File: config.mk
export PLATFORM = sky130hd
export DESIGN_NAME = serial_cfg_store
export DESIGN_NICKNAME = d
export VERILOG_FILES = /design/src/rtl/serial_cfg_store.sv
export SDC_FILE = /design/constraint.sdc
export NUM_CORES = 1
export LEC_CHECK = 0
export BUFFER_PORTS_ARGS = -buffer_cell sky130_fd_sc_hd__clkbuf_2
export CAP_MARGIN = 15
export CORE_MARGIN = 2
export CORE_UTILIZATION = 35
export CTS_BUF_LIST = sky130_fd_sc_hd__clkbuf_8
export DETAILED_ROUTE_END_ITERATION = 10
export GPL_TIMING_DRIVEN = 1
export PLACE_DENSITY = 0.51
export SYNTH_ARGS = -nofsm -noshare
export SYNTH_HDL_FRONTEND = slang
export SYNTH_SLANG_ARGS = --single-unit
File: constraint.sdc
create_clock -name clk -period 1.6 [get_ports clk]
set_input_delay 0 -clock clk [delete_from_list [all_inputs] [get_ports clk]]
set_output_delay 0 -clock clk [all_outputs]
set_load 0.02 [all_outputs]
File: src/rtl/serial_cfg_store.sv
module serial_cfg_store #(
  parameter int DEPTH = 16,
  parameter logic [DEPTH-1:0] INIT = '0,
  parameter bit RST_HIGH = 1'b1,
  localparam int AW = (DEPTH > 1) ? $clog2(DEPTH) : 1
) (
  input  logic          clk,
  input  logic          ce_n,
  input  logic          rst_oe,
  input  logic          wr_en,
  input  logic [AW-1:0] wr_addr,
  input  logic          wr_data,
  output logic          dout,
  output logic          dout_en,
  output logic          ceo_n,
  output logic          standby
);
  localparam logic [AW-1:0] LAST = AW'(DEPTH - 1);

  logic [DEPTH-1:0] mem = INIT;
  logic [AW-1:0]    addr;
  logic             spent;
  logic             rst_act, sel;

  assign rst_act = RST_HIGH ? rst_oe : ~rst_oe;
  assign sel     = ~ce_n & ~rst_act;

  always_ff @(posedge clk)
    if (wr_en) mem[wr_addr] <= wr_data;

  always_ff @(posedge clk) begin
    if (rst_act) begin
      addr  <= '0;
      spent <= 1'b0;
    end else if (!ce_n && !spent) begin
      if (addr == LAST) spent <= 1'b1;
      else              addr  <= addr + 1'b1;
    end
  end

  assign dout_en = sel & ~spent;
  assign dout    = dout_en & mem[addr];
  assign ceo_n   = ~(sel & spent);
  assign standby = ce_n;
endmodule

==> results of run 1 <==
what timing repair did:
item | 4_1_cts | 5_1_grt
setup endpoints to repair | 1 | 4
pin swaps | 0 | 2
setup buffers | 1 | 0
cloned | 0 | 0
resized for setup | 2 | 3
stage by stage:
stage / setup slack (ns) / setup TNS [ns] / hold WS [ns]
detailed placement: 0.0393 / 0 / 0.287
floorplan: 0.213 / 0 / 0.0724
global placement: 0.102 / 0 / 0.279
finish: -0.0980 / -0.0980 / 0.00454
global route: -0.163 / -0.163 / 0.0122
CTS: -0.116 / -0.116 / 0.00293
final cells by class:
cell class | instances | area [um^2]
Clock buffer | 3 | 41.3
Clock inverter | 1 | 7.51
Inverter | 1 | 3.75
Sequential cell | 21 | 586
Timing Repair Buffer | 15 | 82.6
Multi-Input combinational cell | 57 | 377
Tap cell | 31 | 38.8
Fill cell | 274 | 1570
power by group:
part | switching (mW) | total, mW | leakage, nW | internal [mW]
clock | 0.175 | 0.351 | 0.0217 | 0.176
combinational | 0.0626 | 0.119 | 0.189 | 0.0566
sequential | 0.0109 | 0.611 | 0.186 | 0.600
total | 0.249 | 1.08 | 0.397 | 0.832
worst max-delay path: stages (launching register included):
cell and delay (ns):
dfxtp_4 0.37, mux4_2 0.50, a2bb2oi_1 0.15, a32oi_1 0.20, nor2b_1 0.06, buf_2 0.15
routing by layer:
layer	global-route usage, %	up-vias
met5	0	-
met4	4.32	0
met3	4.08	2
met2	21.3	18
met1	14.9	309
li1	-	332
placed cells by master (no fill, tap or decap), drive strengths merged, types with 2 or more instances in the layout:
cell     Yosys  final
nor2        21     21
edfxtp      16     16
clkbuf       0     14
nor3         6      6
mux2i        5      5
dfxtp        5      5
buf          3      4
nand2        3      3
nand3        2      2
nand2b       2      2
nand3b       2      2
mux4         2      2
a2bb2oi      2      2
a21oi        2      2
how the worst max path moves through the flow:
| stage | end | slack [ns] | cells past startpoint | from |
|---|---|---|---|---|
| 2_1_floorplan | dout | 0.21 | 5 | addr[0]$_SDFFE_PP0P_ |
| 3_3_place_gp | dout | 0.10 | 5 | addr[0]$_SDFFE_PP0P_ |
| 3_5_place_dp | dout | 0.04 | 5 | addr[0]$_SDFFE_PP0P_ |
| 4_1_cts | dout | -0.12 | 5 | mem[14]$_DFFE_PP_ |
| 5_1_grt | dout | -0.16 | 5 | mem[14]$_DFFE_PP_ |
| 6_report | dout | -0.1 | 5 | addr[0]$_SDFFE_PP0P_ |
registers in the layout, indices dropped and copies added (netlist names):
name	cells
addr	4
spent	1
mem	16
kinds of logic (layout without fill, tap and decap cells):
| kind of cell | Yosys count | in the layout | share of synthesized area, % |
|---|---|---|---|
| DFF | 21 | 21 | 59.0 |
| and+or+nand+nor | 41 | 41 | 20.1 |
| adders and majority gates | 1 | 1 | 1.27 |
| muxes | 7 | 7 | 9.66 |
| buffers and inverters | 4 | 20 | 3.05 |
| AOI/OAI and AO/OA | 6 | 6 | 5.21 |
| xor gates and xnor gates | 2 | 2 | 1.78 |
==> impl_metrics.tcl, run 1 <==
set metrics [dict create \
    dominant_cells_by_area_after_synthesis "edfxtp_1, dfxtp_1, nor2_1" \
    detail_route.drc_violations 0 \
    power.leakage_nw 0.397 \
    place_area_mm2 0.00107 \
    count_leader_synth "nor2_1" \
    synth.cell_area_um2 985 \
    route.met2.wl_um 870 \
    first_global_vias 644 \
    yosysTopAreaCellShare_pct 48.8 \
    clk_latency_ns 0.26 \
    finalWorstSetupSlack_ns -0.0980 \
    floorplan.initialDensity_pct 36.3 \
    final_hold_vios 0 \
    slew-limit-headroom_pct 83.5 \
    yosys_warnings 0 \
    cts_tree "built" \
    category_of_the_worst_setup_path_launch_point "flip-flop" \
    initialDrtViolationCount 21 \
    maxCapViolCount 0 \
    register_bit_count_reported_by_yosys 21 \
    count_of_placed_standard_cells_including_taps 124 \
    post_synth.cell_area_avg_um2 12.0 \
    topRoutingLayerUsed "met4" \
    die_area_mm2 0.00325 \
    synth_top_flop_cell "edfxtp_1" \
    timing.reg2reg.setup_slack_ns 0.12 \
    detail_route.wirelength.met1_um 721 \
    synth_enable_flop_cells 16 \
    grt_first_pass_wirelength_um 3050 \
    clk_pin_slew_worst_paths_ns 0.08 \
    cts_buffers 3 \
    dieHeight_um 57.0 \
    fp.coreArea_mm2 0.00271 \
    layout.core_utilization_pct 41.9 \
    min_delay_path_depth 2 \
    finalCriticalPeriod_ns 1.70 \
    slew_violations 0 \
    boundaryPins 13 \
    type_of_destination_of_the_critical_path "primary output" \
    drtPass1Iterations 4 \
    areal_power_density_over_the_cells_mw_per_mm2 951 \
    chipWidth_um 57.0 \
    max-clock-path-buffers 2 \
    hold_path.startpoint "rst_oe" \
    met3_wire_len_um 98 \
    antenna_violations_before_repair 0 \
    worst_r2r_path_depth 6 \
    postRouteWirelength_um 1700 \
    grt_use_total_pct 12.5 \
    rsz_0062_raised_after_global_routing "yes" \
    final_design_area_no_fill_mm2 0.00114 \
    ys_async_sr_fraction_pct 0 \
    clock-root-buffer "clkbuf_8" \
    worst-path-max-fanout 3 \
    outcome "finished, violations left" \
    timing_worst_slew_pin_value_ns 0.248 \
    place_congestion 0.706 \
    yosys.cell_types.count 25 \
    areaGrowthSynthToFinish_pct 15.4 \
    viasPerCell 5.12 \
    worst_clock_skew_ns 0.000486 \
    regToRegEndpoint "addr[1]$_SDFFE_PP0P_" \
    reg2reg_from "addr[0]$_SDFFE_PP0P_" \
    row_count 19 \
    hpwl_um 1310 \
    finish.net_count 109 \
    violations "negative setup slack" \
    timing.fmax_ghz 0.589 \
    setup_viol 1 \
    power.ir.vdd_worst_v 0.000592 \
    maximum_number_of_pins_on_one_net_before_global_route_repair 17 \
    layout-drive-gt1-share_pct 27.6 \
    synth_cells 82 \
    cts-hold-fix-buffers 0 \
    hold-path-endpoint "addr[0]$_SDFFE_PP0P_" \
    cp_data_required_time_ns 1.60 \
    detailroute.via_count 661 \
    post_route_ant_nets 0 \
    postSynthNetCount 92 \
    portBuffers 12 \
    diodes 0 \
    synth-seq-area-share_pct 59.0 \
    arrival_ns 1.70 \
    numClockSinks 21 \
    wl_per_cell_um 13.2 \
    yosys.area.top_type "edfxtp_1" \
    hold_path_class "in -> reg" \
    report.power.total_mw 1.08 \
    grt_remaining_overflow 0 \
    worstSetupPathType "reg -> out" \
    post_route_insts_no_fill 129 \
    final_period_util_pct 106 \
    top_post_synthesis_cells_by_count "nor2_1, edfxtp_1, nor3_1, dfxtp_1, mux2i_1" \
    cts_max_level 1 \
]
Power figures use the tool's default switching activity.
==> run 2, diff against run 1 <==
Settings changed: CORE_UTILIZATION 35 to 40, CTS_BUF_LIST sky130_fd_sc_hd__clkbuf_8 to unset, PLACE_DENSITY 0.51 to 0.57.
==> run 2 against run 1 <==
Total power down 10%. Clock skew is essentially flat. Global-route usage is 0.93 points higher. Count of clock-buffer cells in the layout increased by 1. The run still ends with negative setup slack left. Die area decreased by 12%. Hold slack improved by 0.062 ns. Largest cell class unchanged.
==> impl_metrics.tcl, run 2 (same netlist as run 1, synthesis figures left out) <==
set metrics [dict create \
    worst-path-max-fanout 3 \
    power.leakage_nw 0.399 \
    violations "negative setup slack" \
    cells_along_the_critical_path "mux4_2 > a2bb2oi_1 > a32oi_1 > nor2b_1 > buf_2" \
    antenna_violations_before_repair 0 \
    timing.fmax_ghz 0.583 \
    cts_tree "built" \
    largest_register_ff_count 16 \
    first_global_vias 641 \
    power.ir.vdd_worst_v 0.000661 \
    portBuffers 12 \
    reg2reg_from "addr[0]$_SDFFE_PP0P_" \
    critical_path.top_delay_family "multiplexers" \
    report.power.total_mw 0.972 \
    slew-limit-headroom_pct 82.9 \
    netSwitchingPower_mw 0.216 \
    cp_data_required_time_ns 1.60 \
    final_period_util_pct 107 \
    sw_ratio_pct 22.3 \
    whs_ns 0.0665 \
    wl_per_cell_um 12.7 \
    viasPerCell 5.22 \
    regToRegEndpoint "addr[1]$_SDFFE_PP0P_" \
    maxCapViolCount 0 \
    clock-root-buffer "clkbuf_4" \
    row_count 17 \
    areal_power_density_over_the_cells_mw_per_mm2 863 \
    outcome "finished, violations left" \
    diodes 0 \
    fp.coreArea_mm2 0.00228 \
    cp-endpoint "dout" \
    grt_remaining_overflow 0 \
    setup.worst_path.start "addr[0]$_SDFFE_PP0P_" \
    dieHeight_um 53.6 \
    worstSetupPathType "reg -> out" \
    final_hold_vios 0 \
    slew_violations 0 \
    tns_ns -0.117 \
    areaGrowthSynthToFinish_pct 14.4 \
    clk_latency_ns 0.29 \
    layout.cells.most_common "nor2_1" \
    post_route_ant_nets 0 \
    worst-path-stages 5 \
    mostFrequentLayoutCells "nor2_1, edfxtp_1, clkbuf_2" \
    die_area_mm2 0.00287 \
    highest_cell_delay_on_the_worst_timing_path_ns 0.49 \
    hpwl_um 1230 \
    top_regs "mem (16), addr (4), spent (1)" \
    finish.net_count 111 \
    numClockSinks 21 \
    arrival_ns 1.72 \
    chipWidth_um 53.6 \
    timing.reg2reg.setup_slack_ns 0.10 \
    max-clock-path-buffers 2 \
    grt_first_pass_wirelength_um 2630 \
    p_int_mw 0.756 \
    cts_buffers 3 \
    detailroute.via_count 668 \
    grt_use_total_pct 13.5 \
    path_buf_inv 1 \
    largest_register "mem" \
    finalWorstSetupSlack_ns -0.117 \
    category_of_the_worst_setup_path_launch_point "flip-flop" \
    place_congestion 0.701 \
    drtPass1Iterations 4 \
    timing_worst_slew_pin_value_ns 0.255 \
    rsz_0062_raised_after_global_routing "yes" \
    power.share.clock_pct 24.7 \
    boundaryPins 13 \
    layout-drive-gt1-share_pct 26.0 \
    hold_path_class "in -> reg" \
    critical_path.slowest_cell "mux4_2" \
    initialDrtViolationCount 7 \
    cts_max_level 1 \
    floorplan.initialDensity_pct 43.3 \
    finalCriticalPeriod_ns 1.72 \
    worst_r2r_path_depth 6 \
    detail_route.drc_violations 0 \
    setup_viol 1 \
    type_of_destination_of_the_critical_path "primary output" \
    combPwrFrac_pct 12.6 \
    maximum_number_of_pins_on_one_net_before_global_route_repair 17 \
    worst_clock_skew_ns 0.000753 \
    postRouteWirelength_um 1630 \
    clk_pin_slew_worst_paths_ns 0.10 \
    sequentialPowerShare_pct 62.7 \
]
## run 2: cell count changes in the layout (fill, tap and decap cells not counted), sizes merged
cell | previous run | this run
buf | 4 | 5
clkbuf | 14 | 15
clkinvlp | 1 | 0
dlygate4sd3 | 0 | 1
## run 2: worst reg2reg max path, delay by kind of cell, from the launching register on
kind | cells | cell delay [ns]
adder cells (fa/ha/maj) | 1 | 0.20
AND/OR/NAND/NOR | 1 | 0.05
multiplexers | 1 | 0.17
buffers and inverters | 2 | 0.32
AO/OA/AOI/OAI | 1 | 0.29
flip-flops | 1 | 0.37
## run 2: how the worst min path moves through the flow
| stage | start | end | slack [ns] | depth (start not counted) |
|---|---|---|---|---|
| finish | ce_n | spent$_SDFFE_PP0P_ | 0.07 | 4 |
| global route | wr_addr[0] | mem[12]$_DFFE_PP_ | 0.1 | 2 |
| CTS | ce_n | spent$_SDFFE_PP0P_ | 0.08 | 4 |
| detailed placement | rst_oe | addr[0]$_SDFFE_PP0P_ | 0.29 | 2 |
| global placement | rst_oe | addr[3]$_SDFFE_PP0P_ | 0.28 | 2 |
| floorplan | rst_oe | addr[0]$_SDFFE_PP0P_ | 0.07 | 1 |
## run 2: power groups by stage
stage                     sequential (mW)  clock [mW]  combinational (mW)
after global placement              0.624           0               0.112
after CTS                           0.609       0.247               0.123
after floorplan                     0.617           0              0.0815
after global routing                0.612       0.275               0.137
final                               0.609       0.241               0.122
after detailed placement            0.625           0               0.114
## run 2: per-stage QoR
step	util, %	instance area [um^2]	setup WS, ns	instances
4_1_cts	49.4	1120	-0.141	128
3_5_place_dp	47.3	1080	0.0201	122
5_1_grt	49.5	1130	-0.232	128
3_3_place_gp	47.3	1080	0.0612	122
2_1_floorplan	-	985	0.213	82
6_report	49.5	1130	-0.117	128
## run 2: final cells by class
| cell class | count | area [um^2] |
|---|---|---|
| fill | 215 | 1150 |
| timing repair buffer | 17 | 100 |
| tap | 28 | 35.0 |
| clock buffer | 4 | 26.3 |
| inverter | 1 | 3.75 |
| sequential | 21 | 584 |
| multi-input combinational | 57 | 377 |
## run 2: timing repair
action                                  CTS  global route
setup buffers                             1             0
hold buffers                              1             0
cloned                                    0             0
hold endpoints to repair                  5             0
endpoints found under the setup margin    1             4
gates resized for setup                   2             2
pin swaps                                 1             1
## run 2: per-layer routing
layer / wire length (um) / up-vias / global-route usage (%)
met2: 806 / 17 / 22.8
met1: 733 / 310 / 15.9
met5: 0 / - / 0
met3: 52 / 4 / 1.67
li1: - / 337 / -
met4: 35 / 0 / 8.97
